===== config.mk =====
export PLATFORM = sky130hd
export DESIGN_NAME = sram_write_sequencer
export DESIGN_NICKNAME = d
export VERILOG_FILES = /design/src/rtl/sram_wr_pkg.sv /design/src/rtl/sram_wr_capture.sv /design/src/rtl/sram_wr_seq.sv /design/src/rtl/sram_write_sequencer.sv
export SDC_FILE = /design/constraint.sdc
export NUM_CORES = 1
export LEC_CHECK = 0
export BUFFER_PORTS_ARGS = -buffer_cell sky130_fd_sc_hd__buf_4
export CORE_ASPECT_RATIO = 1.1
export CORE_MARGIN = 3
export CORE_UTILIZATION = 52
export CTS_CLUSTER_SIZE = 8
export DETAILED_ROUTE_END_ITERATION = 16
export MAX_ROUTING_LAYER = met4
export PLACE_DENSITY = 0.84
export SYNTH_ARGS = -nofsm -noshare
export SYNTH_HDL_FRONTEND = slang
export SYNTH_SLANG_ARGS = --single-unit

===== constraint.sdc =====
create_clock -name clk -period 4.35 [get_ports clk]
set_clock_uncertainty 0.15 [all_clocks]
set_input_delay 0.435 -clock clk [delete_from_list [all_inputs] [get_ports clk]]
set_output_delay 0.435 -clock clk [all_outputs]
set_load 0.005 [all_outputs]

===== src/rtl/sram_wr_pkg.sv =====
package sram_wr_pkg;

    typedef enum logic [2:0] {
        PH_IDLE,
        PH_SETUP,
        PH_STROBE,
        PH_HOLD,
        PH_DONE,
        PH_RECOV
    } wr_phase_e;

    // Whole cycles needed to cover a nanosecond interval (rounded up).
    function automatic int ns_to_cyc(input int ns, input int period_ns);
        return (ns + period_ns - 1) / period_ns;
    endfunction

    function automatic int max_of(input int a, input int b);
        return (a > b) ? a : b;
    endfunction

endpackage


===== src/rtl/sram_wr_capture.sv =====
module sram_wr_capture #(
    parameter int ADDR_W = 17,
    parameter int DATA_W = 8
) (
    input  logic              clk,
    input  logic              rst_n,
    input  logic              load,
    input  logic [ADDR_W-1:0] addr_in,
    input  logic [DATA_W-1:0] data_in,
    output logic [ADDR_W-1:0] addr_out,
    output logic [DATA_W-1:0] data_out
);

    typedef struct packed {
        logic [ADDR_W-1:0] addr;
        logic [DATA_W-1:0] data;
    } cap_t;

    cap_t cap_d, cap_q;

    always_comb begin
        cap_d = cap_q;
        if (load) begin
            cap_d.addr = addr_in;
            cap_d.data = data_in;
        end
    end

    always_ff @(posedge clk or negedge rst_n) begin
        if (!rst_n) begin
            cap_q <= '0;
        end else begin
            cap_q <= cap_d;
        end
    end

    assign addr_out = cap_q.addr;
    assign data_out = cap_q.data;

endmodule


===== src/rtl/sram_wr_seq.sv =====
module sram_wr_seq
    import sram_wr_pkg::*;
#(
    parameter int N_SETUP  = 1,
    parameter int N_STROBE = 3,
    parameter int N_HOLD   = 1,
    parameter int N_RECOV  = 0,
    parameter int CNT_W    = 3
) (
    input  logic clk,
    input  logic rst_n,
    input  logic req,
    output logic accept,
    output logic strobe_n,
    output logic drive_en,
    output logic ack
);

    localparam int RECOV_LOAD = (N_RECOV > 0) ? N_RECOV - 1 : 0;

    typedef struct packed {
        wr_phase_e          phase;
        logic [CNT_W-1:0]   cnt;
        logic               strobe_n;
        logic               drive_en;
        logic               ack;
    } seq_t;

    seq_t st_d, st_q;

    always_comb begin
        st_d   = st_q;
        accept = 1'b0;
        case (st_q.phase)
            PH_IDLE: begin
                if (req) begin
                    accept     = 1'b1;
                    st_d.phase = PH_SETUP;
                    st_d.cnt   = CNT_W'(N_SETUP - 1);
                end
            end
            PH_SETUP: begin
                if (st_q.cnt == '0) begin
                    st_d.phase = PH_STROBE;
                    st_d.cnt   = CNT_W'(N_STROBE - 1);
                end else begin
                    st_d.cnt = st_q.cnt - 1'b1;
                end
            end
            PH_STROBE: begin
                if (st_q.cnt == '0) begin
                    st_d.phase = PH_HOLD;
                    st_d.cnt   = CNT_W'(N_HOLD - 1);
                end else begin
                    st_d.cnt = st_q.cnt - 1'b1;
                end
            end
            PH_HOLD: begin
                if (st_q.cnt == '0) begin
                    st_d.phase = PH_DONE;
                    st_d.cnt   = '0;
                end else begin
                    st_d.cnt = st_q.cnt - 1'b1;
                end
            end
            PH_DONE: begin
                st_d.phase = (N_RECOV > 0) ? PH_RECOV : PH_IDLE;
                st_d.cnt   = CNT_W'(RECOV_LOAD);
            end
            PH_RECOV: begin
                if (st_q.cnt == '0) begin
                    st_d.phase = PH_IDLE;
                end else begin
                    st_d.cnt = st_q.cnt - 1'b1;
                end
            end
            default: begin
                st_d.phase = PH_IDLE;
                st_d.cnt   = '0;
            end
        endcase
        // Registered pin values follow the phase being entered.
        st_d.strobe_n = (st_d.phase != PH_STROBE);
        st_d.drive_en = (st_d.phase == PH_STROBE) || (st_d.phase == PH_HOLD);
        st_d.ack      = (st_d.phase == PH_DONE);
    end

    always_ff @(posedge clk or negedge rst_n) begin
        if (!rst_n) begin
            st_q <= '{phase: PH_IDLE, cnt: '0, strobe_n: 1'b1,
                      drive_en: 1'b0, ack: 1'b0};
        end else begin
            st_q <= st_d;
        end
    end

    assign strobe_n = st_q.strobe_n;
    assign drive_en = st_q.drive_en;
    assign ack      = st_q.ack;

    // acknowledge lasts a single cycle
    assert_ack_single_R7: assert property (@(posedge clk) disable iff (!rst_n)
        ack |=> !ack);

    // bus is driven whenever the strobes are low
    assert_drive_in_strobe_R5: assert property (@(posedge clk) disable iff (!rst_n)
        !strobe_n |-> drive_en);

    // data still driven in the first cycle after the strobes rise
    assert_drive_after_rise_R6: assert property (@(posedge clk) disable iff (!rst_n)
        $rose(strobe_n) |-> drive_en);

    // no request is taken while a cycle is in progress
    assert_no_accept_busy_R8: assert property (@(posedge clk) disable iff (!rst_n)
        (!strobe_n || drive_en || ack) |-> !accept);

endmodule


===== src/rtl/sram_write_sequencer.sv =====
module sram_write_sequencer
    import sram_wr_pkg::*;
#(
    parameter int ADDR_W             = 17,
    parameter int DATA_W             = 8,
    parameter int CLK_NS             = 20,
    parameter int T_ADDR_SETUP_NS    = 0,
    parameter int T_WE_PULSE_NS      = 50,
    parameter int T_DATA_SETUP_NS    = 30,
    parameter int T_ADDR_TO_END_NS   = 60,
    parameter int T_ADDR_HOLD_WE_NS  = 5,
    parameter int T_ADDR_HOLD_CE_NS  = 10,
    parameter int T_DATA_HOLD_NS     = 5,
    parameter int T_CYCLE_NS         = 70
) (
    input  logic              clk,
    input  logic              rst_n,
    input  logic              req,
    input  logic [ADDR_W-1:0] req_addr,
    input  logic [DATA_W-1:0] req_data,
    output logic              ack,
    output logic [ADDR_W-1:0] sram_addr,
    output logic [DATA_W-1:0] sram_dq_out,
    output logic              sram_dq_oe,
    output logic              sram_ce_n,
    output logic              sram_we_n,
    output logic              sram_oe_n
);

    localparam int N_SETUP  = max_of(1, ns_to_cyc(T_ADDR_SETUP_NS, CLK_NS));
    localparam int N_STROBE = max_of(max_of(1, ns_to_cyc(T_WE_PULSE_NS, CLK_NS)),
                              max_of(ns_to_cyc(T_DATA_SETUP_NS, CLK_NS),
                                     ns_to_cyc(T_ADDR_TO_END_NS, CLK_NS) - N_SETUP));
    localparam int N_HOLD   = max_of(max_of(1, ns_to_cyc(T_DATA_HOLD_NS, CLK_NS)),
                              max_of(ns_to_cyc(T_ADDR_HOLD_WE_NS, CLK_NS),
                                     ns_to_cyc(T_ADDR_HOLD_CE_NS, CLK_NS)));
    localparam int N_CYCLE  = ns_to_cyc(T_CYCLE_NS, CLK_NS);
    // Setup-to-setup span is N_SETUP+N_STROBE+N_HOLD + ack cycle + idle cycle + recovery.
    localparam int N_RECOV  = max_of(0, N_CYCLE - (N_SETUP + N_STROBE + N_HOLD + 2));
    localparam int N_MAX    = max_of(max_of(N_SETUP, N_STROBE), max_of(N_HOLD, N_RECOV));
    localparam int CNT_W    = $clog2(N_MAX + 1);

    logic accept;
    logic strobe_n;

    sram_wr_capture #(
        .ADDR_W (ADDR_W),
        .DATA_W (DATA_W)
    ) u_capture (
        .clk      (clk),
        .rst_n    (rst_n),
        .load     (accept),
        .addr_in  (req_addr),
        .data_in  (req_data),
        .addr_out (sram_addr),
        .data_out (sram_dq_out)
    );

    sram_wr_seq #(
        .N_SETUP  (N_SETUP),
        .N_STROBE (N_STROBE),
        .N_HOLD   (N_HOLD),
        .N_RECOV  (N_RECOV),
        .CNT_W    (CNT_W)
    ) u_seq (
        .clk      (clk),
        .rst_n    (rst_n),
        .req      (req),
        .accept   (accept),
        .strobe_n (strobe_n),
        .drive_en (sram_dq_oe),
        .ack      (ack)
    );

    // Both strobes share one register so their edges always coincide.
    assign sram_ce_n = strobe_n;
    assign sram_we_n = strobe_n;
    assign sram_oe_n = 1'b1;

    // Strobe-low run length, for the pulse-width check.
    logic [CNT_W:0] low_run_q;
    always_ff @(posedge clk or negedge rst_n) begin
        if (!rst_n) begin
            low_run_q <= '0;
        end else if (!sram_we_n) begin
            low_run_q <= low_run_q + 1'b1;
        end else begin
            low_run_q <= '0;
        end
    end

    // strobes stay low for exactly N_STROBE cycles
    assert_pulse_width_R3: assert property (@(posedge clk) disable iff (!rst_n)
        $rose(sram_we_n) |-> (low_run_q == (CNT_W+1)'(N_STROBE)));

    // address frozen while strobes are low or data is held
    assert_addr_stable_R4: assert property (@(posedge clk) disable iff (!rst_n)
        (!sram_we_n || sram_dq_oe) |-> $stable(sram_addr));

    // data frozen while it is driven
    assert_data_stable_R5: assert property (@(posedge clk) disable iff (!rst_n)
        (sram_dq_oe && $past(sram_dq_oe)) |-> $stable(sram_dq_out));

    // strobes never fall in the cycle the address changes
    assert_setup_before_fall_R2: assert property (@(posedge clk) disable iff (!rst_n)
        !$stable(sram_addr) |-> sram_we_n);

endmodule


* Word-level counts from Yosys, hierarchy flattened
Cells that the tools add are included.
** Word-level totals
- Output and inout port bits :: 30
- Bits in registers :: 33
- Word-level logic and storage cells :: 33
- Input bits :: 28
** Cells by class
- Reduce and logical (&&, ||, !) cells :: 4
- Equality and inequality tests :: 10
- Add/sub/neg operators :: 1
- Multiplexer cells :: 11
** Operators by type and width (number)
- 5-bit one-hot mux with 5 select lines :: 1
- 3-bit by 2-bit equality test with 1-bit output (second input constant) :: 4
- 3-bit two-way mux :: 4
- 3-bit equality test (second input constant) :: 2
- 2-bit two-way mux :: 3
- 5-bit two-way mux :: 1
- 2-bit != test (second input constant) :: 2
- 3-bit by 1-bit equality test with 1-bit output (second input constant) :: 1
- 3-bit logical NOT :: 1
- 3-bit by 2-bit != test with 1-bit output (second input constant) :: 1
- 2-bit logical NOT :: 1
- 1-bit two-way mux :: 2
- 2-bit AND reduction :: 1
- 2-bit by 1-bit subtractor with 2-bit output (second input constant) :: 1
- 1-bit logical OR :: 1

* Logic depth before layout (Yosys ltp)
- Depth in word-level cells :: 5
- Gate-level depth with buffers :: 5
- Gate-level depth less buffers :: 5

* Hierarchy
A second synthesis with hierarchy kept.
** Unflattened totals
- Cell total of the unflattened synthesis :: 100
- Area total of the unflattened synthesis :: 1510.2 µm²
** Modules (own cells, without submodules)
- sram_wr_capture :: seq. area each 625.6 µm², cells each 53, area an instance 1033.5 µm², times used 1
- sram_wr_seq :: seq. area each 201.4 µm², cells each 44, area an instance 457.9 µm², times used 1
- sram_write_sequencer :: seq. area each 0.0 µm², cells each 3, area an instance 18.8 µm², times used 1

* Worst setup path before layout
No wires, ideal clock.
- Path type :: in2reg
- Start point :: in req
- End point :: reg u_capture.cap_q, in the netlist u_capture.addr_out[10]
- Required time :: 4.075 ns
- Stages :: 5
- Path buffers :: 2
- Setup slack :: 2.787 ns
- Setup time :: 0.125 ns
- Data arrival time :: 1.287 ns
- Cells stage by stage :: nor3b_2 and2b_1 buf_6 buf_12 mux2_4
** On the way
- Cells in the longest elaborated chain, start to end :: 2
** RTL lines
- from (decl) :: RTL line sram_write_sequencer.sv:18 : input logic req,
- 1-bit two-way mux :: RTL line sram_wr_seq.sv:36 : if (req) begin
- 1-bit two-way mux :: RTL line sram_wr_seq.sv:34 : case (st_q.phase)
- to (signal assigned) :: RTL line sram_wr_capture.sv:33 : cap_q <= cap_d;
- to (decl) :: RTL line sram_wr_capture.sv:19 : cap_t cap_d, cap_q;
No other way between the ends.
A chain may end at the register's enable or synchronous reset.

* Worst setup path in the final report
- Start point :: reg u_seq.st_q[7] in the netlist's numbering
- End point :: reg u_capture.cap_q, in the netlist u_capture.addr_out[13]
** On the way
- Cells in the longest elaborated chain, start to end :: 2
** RTL lines
- from (decl) :: RTL line sram_wr_seq.sv:29 : seq_t st_d, st_q;
- from (signal assigned) :: RTL line sram_wr_seq.sv:90 : st_q <= '{phase: PH_IDLE, cnt: '0, strobe_n: 1'b1,
- from (signal assigned) :: RTL line sram_wr_seq.sv:93 : st_q <= st_d;
- 3-bit logical NOT :: RTL line sram_wr_seq.sv:34
- 1-bit two-way mux :: RTL line sram_wr_seq.sv:34
No other way between the ends.

==> results.py <==
metrics = {
    "place": {
        "dp.cells": 182,
        "dp_hpwl_um": 2300,
        "place_area_um2": 1910,
        "port_buffers": 56,
        "place.gp.congestion": 0.737,
    },
    "setup_path": {
        "crit_slowest_cell": "and2b_1",
        "path_class": "reg -> reg",
        "r2r_end": "u_capture.addr_out[13]",
        "crit_buf_inv": 1,
        "crit_start": "u_seq.st_q[7]",
        "path_max_fanout": 13,
        "critical-path-top-delay-family": "simple AND/OR/NAND/NOR gates",
        "max_stage_delay_ps": 560,
        "rr_worst_depth": 4,
        "cp-start-kind": "flip-flop",
        "worstPathRequired_ps": 4420,
        "regToRegSetupSlack_ps": 2070,
        "critPathArrivalTime_ps": 2350,
        "setup.worst_path.end_class": "flip-flop",
        "r2r-start": "u_seq.st_q[7]",
        "crit_chain": "nor3b_2, and2b_1, buf_4, mux2_4",
    },
    "grt": {
        "grt_pass1_wl_um": 5330,
        "grt_use_total_pct": 20.0,
        "antenna_found_initial": 0,
        "grt_overflow": 0,
        "grt_pass1_vias": 1021,
        "grt_max_degree": 34,
    },
    "synth": {
        "synth_ff_type": "dfrtp_1",
        "syn_avg_cell_area_um2": 14.9,
        "synth_most_common_cell": "dfrtp_1",
        "synth_edf_count": 0,
        "yosysWarnings": 0,
        "synth_area_leaders": "dfrtp_1 53%, mux2_4 20%, mux2_2 3.7%",
        "yosys.area.top_type": "dfrtp_1",
        "ys_ff_latch": 33,
        "synth_top_cell_area_share_pct": 52.6,
        "synth_area_um2": 1520,
        "syn-instance-count": 102,
        "synth_fp_nets": 133,
        "synth-async-reset-ratio_pct": 100,
        "ys_seq_area_share_pct": 54.4,
        "ys_top_cells_by_count": "32 x dfrtp_1, 20 x mux2_4, 5 x mux2_2, 4 x a21oi_1, 4 x nor2b_1",
        "synth.distinct_cells": 33,
    },
    "clock_network": {
        "cts_buffer_depth": 2,
        "cts_tree": "yes",
        "htreeDepth": 2,
        "post_cts.repair.setup_buffers": 0,
        "cts.clk_slew.worst_paths_ps": 100,
        "numCtsBuffers": 5,
        "cts.sinks": 33,
        "root_buffer": "clkbuf_4",
        "ctsResizeCount": 0,
        "clkLatencyLatePin_ps": 330,
    },
    "routing": {
        "avgViaCountPerCell": 5.38,
        "drt_iter0_drc": 48,
        "route.vias.total": 1022,
        "drc_errors": 0,
        "wl_per_cell_um": 16.3,
        "drt_wl_total_um": 3100,
        "dr.pass1.iters": 4,
        "ant_nets": 0,
    },
    "sta": {
        "fin_setup_tns_ps": 0,
        "finalCritPeriodShare_pct": 52.5,
        "slew_headroom_pct": 57.8,
        "worst_pin_slew_ps": 633,
        "hold_viol_final": 0,
        "max_freq_ghz": 0.438,
        "rsz0062_at_grt": "false",
        "setup_violations": 0,
        "final_max_slew_viol_count": 0,
        "period_needed_ps": 2280,
    },
    "finish": {
        "fin_nets": 190,
        "fin_util_pct": 74.8,
        "num_antenna_cells": 0,
        "stdcell_count": 190,
        "fillers": 170,
        "layout-drive-gt1-share_pct": 59.1,
        "final_area_um2": 1970,
        "area_delta_synth_final_pct": 29.7,
    },
    "die": {
        "die_x_um": 57.6,
        "ios": 58,
        "die_height_um": 62.7,
        "dieArea_um2": 3610,
        "core_um2": 2640,
        "rows": 19,
        "initial_utilization_pct": 57.7,
    },
    "min_path": {
        "hold_class": "in -> reg",
        "hold_path_depth": 2,
        "hold_path_end": "u_capture.addr_out[11]",
        "hold_start": "req_addr[11]",
    },
    "run_status": {
        "outcome": "finished clean",
    },
    "pwr": {
        "vdd_drop_max_uv": 526,
        "p_leak_nw": 0.968,
        "power_density_nw_per_um2": 723,
    },
    "run": {
        "cap_violations": 0,
    },
}
[layout by cell type, fill, tap and decap left out, types with 2 or more instances in the layout]
master    instances
a21oi_1           4
buf_4            57
clkbuf_4          5
dfrtp_1          32
ha_1              3
inv_1             2
mux2_2            5
mux2_4           20
nand2_1           2
nand3b_1          2
nor2_1            2
nor2b_1           4
[per-stage QoR]
step                      total power, W  hold WS (ps)  worst slack (ps)
after floorplan                 0.000999         -10.6              2790
after global placement           0.00123           238              2140
after detailed placement         0.00126           250              2060
after CTS                        0.00144           159              2060
after global routing             0.00153           160              1940
final                            0.00143           178              2070
[how the worst max path moves through the flow]
stage,slack (ps),depth (start not counted),end
6_report,2070,4,u_capture.addr_out[13]
5_1_grt,1940,4,u_capture.data_out[5]
4_1_cts,2060,4,u_capture.addr_out[14]
3_3_place_gp,2140,4,u_capture.addr_out[13]
2_1_floorplan,2790,5,u_capture.addr_out[10]
3_5_place_dp,2060,4,u_capture.addr_out[3]
[timing repair]
| item | in CTS | in global routing |
|---|---|---|
| setup endpoints to repair | 0 | 0 |
| hold buffers | 1 | 0 |
| endpoints found under the hold margin | 32 | 0 |
[cell families after synthesis]
| logic type | synth area share (%) |
|---|---|
| buffers and inverters | 6.00 |
| AND/OR/NAND/NOR | 6.58 |
| other | 0.246 |
| AO/OA/AOI/OAI | 6.25 |
| multiplexers | 24.1 |
| flip-flops | 54.4 |
| adder cells (fa/ha/maj) | 2.47 |
[area by class of cell]
cell class / instances / area [um2] / area share [%]
sequential: 33 / 827 / 41.9
inverter: 3 / 11.3 / 0.571
timing repair buffer: 58 / 438 / 22.2
multi-input combinational: 58 / 603 / 30.6
clock buffer: 7 / 55.1 / 2.79
tap: 31 / 38.8 / 1.97
[where the power goes]
part / internal, W / leakage [nW] / total, W / switching [W]
Combinational: 0.000441 / 0.540 / 0.000671 / 0.000229
Clock: 0.0000762 / 0.0314 / 0.000173 / 0.0000965
Sequential: 0.000460 / 0.396 / 0.000583 / 0.000123
[flip-flops by register name (all words and copies together) (netlist names)]
register	cells
u_capture.addr_out	17
u_capture.data_out	8
u_seq.ack	1
u_seq.drive_en	1
u_seq.st_q	5
u_seq.strobe_n	1
[metal layers]
layer,share of wire (%),global-route usage (%),up-vias
met5,0,-,-
met3,9.2,7.02,7
met4,1.5,6.96,0
met2,49,30.2,49
met1,40,24.6,495
li1,-,-,471
(Power assumes the default switching activity.)
